**src/rtl/guard_pkg.sv**
```systemverilog
package guard_pkg;

  typedef enum logic [2:0] {
    OP_READ   = 3'd0,
    OP_PROG   = 3'd1,
    OP_ERASE  = 3'd2,
    OP_LOCK   = 3'd3,
    OP_UNLOCK = 3'd4
  } opKind_e;

  // strobes from control to datapath, one request per cycle
  typedef struct packed {
    logic capture;
    logic setLock;
    logic clrLock;
    logic start;
    logic viol;
    logic status;
    logic readOk;
  } guardStb_t;

endpackage

```
**src/rtl/sector_map.sv**
```systemverilog
module sector_map #(
  parameter int ADDR_W    = 21,
  parameter int SMALL_CNT = 8,
  parameter int SMALL_W   = 12,
  parameter int BIG_W     = 15,
  parameter int A_BIG     = 15,
  parameter int SECT_W    = 7
) (
  input  logic [ADDR_W-1:0] addr,
  output logic              bank,
  output logic [SECT_W-1:0] sect
);
  localparam int SMALL_SPAN = SMALL_CNT << SMALL_W;
  localparam int A_END      = SMALL_SPAN + (A_BIG << BIG_W);

  logic [ADDR_W-1:0] offA;
  logic [ADDR_W-1:0] offB;

  assign offA = addr - ADDR_W'(SMALL_SPAN);
  assign offB = addr - ADDR_W'(A_END);

  always_comb begin
    if (addr < ADDR_W'(SMALL_SPAN)) begin
      bank = 1'b0;
      sect = SECT_W'(addr >> SMALL_W);
    end else if (addr < ADDR_W'(A_END)) begin
      bank = 1'b0;
      sect = SECT_W'(SMALL_CNT) + SECT_W'(offA >> BIG_W);
    end else begin
      bank = 1'b1;
      sect = SECT_W'(SMALL_CNT + A_BIG) + SECT_W'(offB >> BIG_W);
    end
  end
endmodule

```
**src/rtl/guard_ctrl.sv**
```systemverilog
module guard_ctrl
  import guard_pkg::*;
(
  input  logic      clk,
  input  logic      rstN,
  input  logic      reqValid,
  input  logic [2:0] reqOp,
  input  logic      reqBank,
  input  logic      sectProt,
  input  logic      opDone,
  output guardStb_t stb,
  output logic      busy,
  output logic      busyBank
);
  opKind_e opKind;
  assign opKind = opKind_e'(reqOp);

  always_comb begin
    stb = '0;
    stb.capture = reqValid;
    if (reqValid) begin
      case (opKind)
        OP_READ: begin
          if (busy && (reqBank == busyBank)) stb.status = 1'b1;
          else                               stb.readOk = 1'b1;
        end
        OP_PROG, OP_ERASE: begin
          if (!busy) begin
            if (sectProt) stb.viol  = 1'b1;
            else          stb.start = 1'b1;
          end
        end
        OP_LOCK:   stb.setLock = 1'b1;
        OP_UNLOCK: stb.clrLock = 1'b1;
        default: ;
      endcase
    end
  end

  always_ff @(posedge clk) begin
    if (!rstN) begin
      busy     <= 1'b0;
      busyBank <= 1'b0;
    end else if (stb.start) begin
      busy     <= 1'b1;
      busyBank <= reqBank;
    end else if (opDone) begin
      busy     <= 1'b0;
    end
  end
endmodule

```
**src/rtl/guard_dp.sv**
```systemverilog
module guard_dp
  import guard_pkg::*;
#(
  parameter int NUM_SECT   = 71,
  parameter int SECT_W     = 7,
  parameter int BOOT_GUARD = 2
) (
  input  logic              clk,
  input  logic              rstN,
  input  guardStb_t         stb,
  input  logic              reqBank,
  input  logic [SECT_W-1:0] reqSect,
  input  logic              wpN,
  input  logic              progVoltOk,
  output logic              sectProt,
  output logic              grantPulse,
  output logic              violPulse,
  output logic              statusSel,
  output logic              readGo,
  output logic              respBank,
  output logic [SECT_W-1:0] respSector
);
  logic [NUM_SECT-1:0] lockBits;
  logic [NUM_SECT-1:0] bootMask;

  for (genvar s = 0; s < NUM_SECT; s++) begin : g_sect
    assign bootMask[s] = (s < BOOT_GUARD);
    always_ff @(posedge clk) begin
      if (!rstN)
        lockBits[s] <= 1'b1;
      else if (stb.setLock && reqSect == SECT_W'(s))
        lockBits[s] <= 1'b1;
      else if (stb.clrLock && reqSect == SECT_W'(s))
        lockBits[s] <= 1'b0;
    end
  end

  assign sectProt = lockBits[reqSect] | (~wpN & bootMask[reqSect]) | ~progVoltOk;

  always_ff @(posedge clk) begin
    if (!rstN) begin
      grantPulse <= 1'b0;
      violPulse  <= 1'b0;
      statusSel  <= 1'b0;
      readGo     <= 1'b0;
      respBank   <= 1'b0;
      respSector <= '0;
    end else begin
      grantPulse <= stb.start;
      violPulse  <= stb.viol;
      statusSel  <= stb.status;
      readGo     <= stb.readOk;
      if (stb.capture) begin
        respBank   <= reqBank;
        respSector <= reqSect;
      end
    end
  end
endmodule

```
**src/rtl/bank_sector_guard.sv**
```systemverilog
module bank_sector_guard
  import guard_pkg::*;
#(
  parameter int ADDR_W    = 21,
  parameter int SMALL_CNT = 8,
  parameter int SMALL_W   = 12,
  parameter int BIG_W     = 15,
  parameter int A_BIG     = 15,
  parameter int B_BIG     = 48,
  parameter int BOOT_GUARD = 2,
  localparam int NUM_SECT = SMALL_CNT + A_BIG + B_BIG,
  localparam int SECT_W   = $clog2(NUM_SECT)
) (
  input  logic              clk,
  input  logic              rstN,
  input  logic              reqValid,
  input  logic [2:0]        reqOp,
  input  logic [ADDR_W-1:0] reqAddr,
  input  logic              wpN,
  input  logic              progVoltOk,
  input  logic              opDone,
  output logic              grantPulse,
  output logic              violPulse,
  output logic              statusSel,
  output logic              readGo,
  output logic              respBank,
  output logic [SECT_W-1:0] respSector,
  output logic              busy,
  output logic              busyBank
);
  logic              reqBank;
  logic [SECT_W-1:0] reqSect;
  logic              sectProt;
  guardStb_t         stb;

  sector_map #(
    .ADDR_W(ADDR_W), .SMALL_CNT(SMALL_CNT), .SMALL_W(SMALL_W),
    .BIG_W(BIG_W), .A_BIG(A_BIG), .SECT_W(SECT_W)
  ) i_map (
    .addr(reqAddr), .bank(reqBank), .sect(reqSect)
  );

  guard_ctrl i_ctrl (
    .clk(clk), .rstN(rstN), .reqValid(reqValid), .reqOp(reqOp),
    .reqBank(reqBank), .sectProt(sectProt), .opDone(opDone),
    .stb(stb), .busy(busy), .busyBank(busyBank)
  );

  guard_dp #(
    .NUM_SECT(NUM_SECT), .SECT_W(SECT_W), .BOOT_GUARD(BOOT_GUARD)
  ) i_dp (
    .clk(clk), .rstN(rstN), .stb(stb), .reqBank(reqBank), .reqSect(reqSect),
    .wpN(wpN), .progVoltOk(progVoltOk), .sectProt(sectProt),
    .grantPulse(grantPulse), .violPulse(violPulse), .statusSel(statusSel),
    .readGo(readGo), .respBank(respBank), .respSector(respSector)
  );
endmodule

```
**config.mk**
```make
export PLATFORM = sky130hd
export DESIGN_NAME = bank_sector_guard
export DESIGN_NICKNAME = d
export VERILOG_FILES = /design/src/rtl/guard_pkg.sv /design/src/rtl/sector_map.sv /design/src/rtl/guard_ctrl.sv /design/src/rtl/guard_dp.sv /design/src/rtl/bank_sector_guard.sv
export SDC_FILE = /design/constraint.sdc
export NUM_CORES = 1
export LEC_CHECK = 0
export ABC_AREA = 1
export BUFFER_PORTS_ARGS = -buffer_cell sky130_fd_sc_hd__buf_2
export CAP_MARGIN = 20
export CORE_UTILIZATION = 53
export DETAILED_ROUTE_END_ITERATION = 6
export GPL_TIMING_DRIVEN = 1
export PLACE_DENSITY = 0.72
export SLEW_MARGIN = 10
export SYNTH_ARGS = -nofsm -noshare
export SYNTH_HDL_FRONTEND = slang
export SYNTH_HIERARCHICAL = 1
export SYNTH_SLANG_ARGS = --single-unit
export TNS_END_PERCENT = 1
```
**constraint.sdc**
```tcl
create_clock -name clk -period 2.85 [get_ports clk]
set_input_delay 0 -clock clk [delete_from_list [all_inputs] [get_ports clk]]
set_output_delay 0 -clock clk [all_outputs]
set_load 0.05 [all_outputs]
```
==> results.py <==
metrics = {
    "final_layout": {
        "postLayoutCoreUtil_pct": 60.64,
        "drive_gt1_share_pct": 13.69,
        "area.growth.synth_to_final_pct": 9.941,
        "diodes": 0,
        "final_common_cell": "nand2_1",
        "layout_common_cells": "268 x nand2_1, 223 x nand3_1, 85 x dfxtp_1",
        "final_cells": 897,
        "nNetsFinal": 819,
    },
    "logic_synthesis": {
        "synthMuxAreaShare_pct": 0,
        "synthesis.nets": 809,
        "synth.distinct_cells": 32,
        "post_synth.cell_area_avg_sq_um": 6.245,
        "synth_edf_count": 0,
        "synthFlopType": "dfxtp_1",
        "synthCells": 774,
        "netlist_area_sq_um": 4833,
        "seq_area_frac_synth_pct": 35.21,
        "synth_warnings": 6,
        "synth-simple-area-share_pct": 51.75,
        "synth-xor-area-share_pct": 0.1812,
        "async_flop_share_pct": 0,
        "ys_seq_elements": 85,
        "synth-compound-area-share_pct": 3.728,
        "synth_fa_ha_area_share_pct": 1.294,
        "synth_top_family_by_area": "simple AND/OR/NAND/NOR gates",
    },
    "die": {
        "die_y_um": 97.50,
        "coreArea_sq_um": 8763,
        "initial_core_util_pct": 55.15,
        "placementRows": 34,
        "die_w_um": 97.50,
        "pin_count": 44,
        "die-area_sq_um": 9505,
    },
    "drt": {
        "num_vias": 5027,
        "vias_per_cell": 5.604,
        "wl_per_cell_um": 13.95,
        "drtIter0Drc": 316,
        "drtAntennaViolNets": 0,
        "first_pass_iters": 5,
        "drc_errors": 0,
        "wl_um": 12520,
    },
    "place": {
        "dp_slack_ps": 190.4,
        "dp_cells": 880,
        "gp_congestion": 0.9194,
        "port_buffers": 31,
        "hpwl_um": 7965,
    },
    "critical_path": {
        "critPathKind": "primary input to register",
        "critPathMaxFanout": 8,
        "start_kind": "primary input",
        "crit_path_end_kind": "register",
        "cp_data_arrival_time_ps": 2580,
        "critPathRequiredTime_ps": 3100,
    },
    "grt": {
        "grt_pass1_vias": 4510,
        "grt-ovfl-total": 0,
        "antenna_found_initial": 0,
        "grt_max_degree": 72,
        "grt_pass1_wl_um": 21290,
        "grt_use_total_pct": 27.03,
    },
    "clocking": {
        "cts_resized": 0,
        "h-tree-depth": 3,
        "cts_buffers": 9,
        "clock_path_buffers": 2,
        "hold_buffers": 1,
        "cts.sinks": 85,
        "cts.clk_slew.worst_paths_ps": 80,
        "cts-root-buf": "clkbuf_8",
        "insertion_delay_ps": 350,
        "post_cts_buffers": 0,
        "cts_tree": "yes",
    },
    "sta": {
        "report.final.slew_viol_count": 0,
        "fmax_mhz": 430.4,
        "rsz0062_at_grt": "false",
        "skew_ps": 6.587,
        "finalHoldViolCount": 0,
        "setup_viol": 0,
        "slew_headroom_pct": 47.30,
        "worst_pin_slew_ps": 790.5,
        "timing.final.crit_share_pct": 81.52,
        "fin_crit_ps": 2323,
        "setup_ws_ps": 526.8,
        "tns_ps": 0,
    },
    "worst_hold_path": {
        "min_path_type": "primary input to register",
    },
    "power_and_ir_drop": {
        "leakage_nw": 2.639,
        "vdd_drop_max_v": 0.0003089,
        "pwr_density_cell_nw_per_um2": 507.1,
    },
    "run": {
        "drv_cap": 0,
    },
    "run_status": {
        "status": "completed",
    },
}
[sequential cells by signal, indices dropped and copies added (netlist names)]
signal,cells
i_dp/readGo,1
i_dp/lockBits,71
i_dp/statusSel,1
i_dp/respSector,7
i_ctrl/busy,1
i_dp/violPulse,1
i_ctrl/busyBank,1
i_dp/respBank,1
i_dp/grantPulse,1
[synth_stat cells (6+ instances only)]
cell | number | area share (%)
a21oi_1 | 10 | 1.0
buf_2 | 11 | 1.1
clkbuf_1 | 31 | 2.4
dfxtp_1 | 85 | 35
inv_1 | 29 | 2.3
inv_2 | 6 | 0.47
nand2_1 | 268 | 21
nand2_2 | 6 | 0.78
nand3_1 | 223 | 23
nor2_1 | 37 | 2.9
nor2_2 | 15 | 1.9
o21ai_0 | 9 | 0.93
[routing by layer]
metal  track usage, %  wire length, um
met5                0                0
met2            44.59             5964
met3            3.669              584
met4            10.29              238
met1            35.82             5728
[cell families after synthesis]
| logic type | Yosys count |
|---|---|
| AOI/OAI and AO/OA | 31 |
| xor gates and xnor gates | 1 |
| adders and majority gates | 5 |
| buffers and inverters | 89 |
| DFF | 85 |
| and+or+nand+nor | 563 |
[through the flow]
stage | power (mW) | instance area [sq um] | hold WS, ps
2_1_floorplan | 1.677 | 4833 | 120.8
3_3_place_gp | 1.849 | 5110 | 267.4
3_5_place_dp | 1.861 | 5110 | 276.3
4_1_cts | 2.715 | 5314 | 13.19
5_1_grt | 2.841 | 5314 | 48.22
6_report | 2.695 | 5314 | 25.65
[worst paths after layout]
| check | cells past startpoint | slack, ps | startpoint | to |
|---|---|---|---|---|
| worst min-delay path | 2 | 30 | reqValid | i_dp/respSector[5] |
| worst max register to register | 16 | 1190 | i_dp/lockBits[26] | i_ctrl/busyBank |
| worst min register to register | 2 | 460 | i_dp/lockBits[33] | i_dp/lockBits[33] |
| worst max-delay path | 20 | 530 | reqAddr[15] | i_dp/grantPulse |
[layout make-up]
class                      count  area, sq um
clock inverter                 3        45.04
timing repair buffer          51        357.8
inverter                      37        143.9
clock buffer                  13        148.9
multi-input combinational    600         2781
fill                         836         3450
sequential                    85         1702
tap                          108        135.1
[worst max-delay path, stage by stage]
cell and delay, ps:
buf_2 120, inv_2 90, ha_1 210, nand3_2 110
nand2_2 90, nand2_2 120, a31oi_1 320, inv_1 150
nor2_1 350, inv_1 190, nor2_1 170, nand2_1 70
nand4_1 100, a21oi_1 70, nand2_1 130, nor2_4 60
nand2_2 70, inv_1 40, nand2_1 60, inv_1 50
[report_power, final]
part	switching, mW	internal, mW	total, mW	leakage, nW
clock network	0.422	0.431	0.853	0.0899
registers	0.00528	1.20	1.20	0.690
logic	0.460	0.178	0.637	1.86
total	0.887	1.81	2.69	2.64
(Power assumes the default switching activity.)
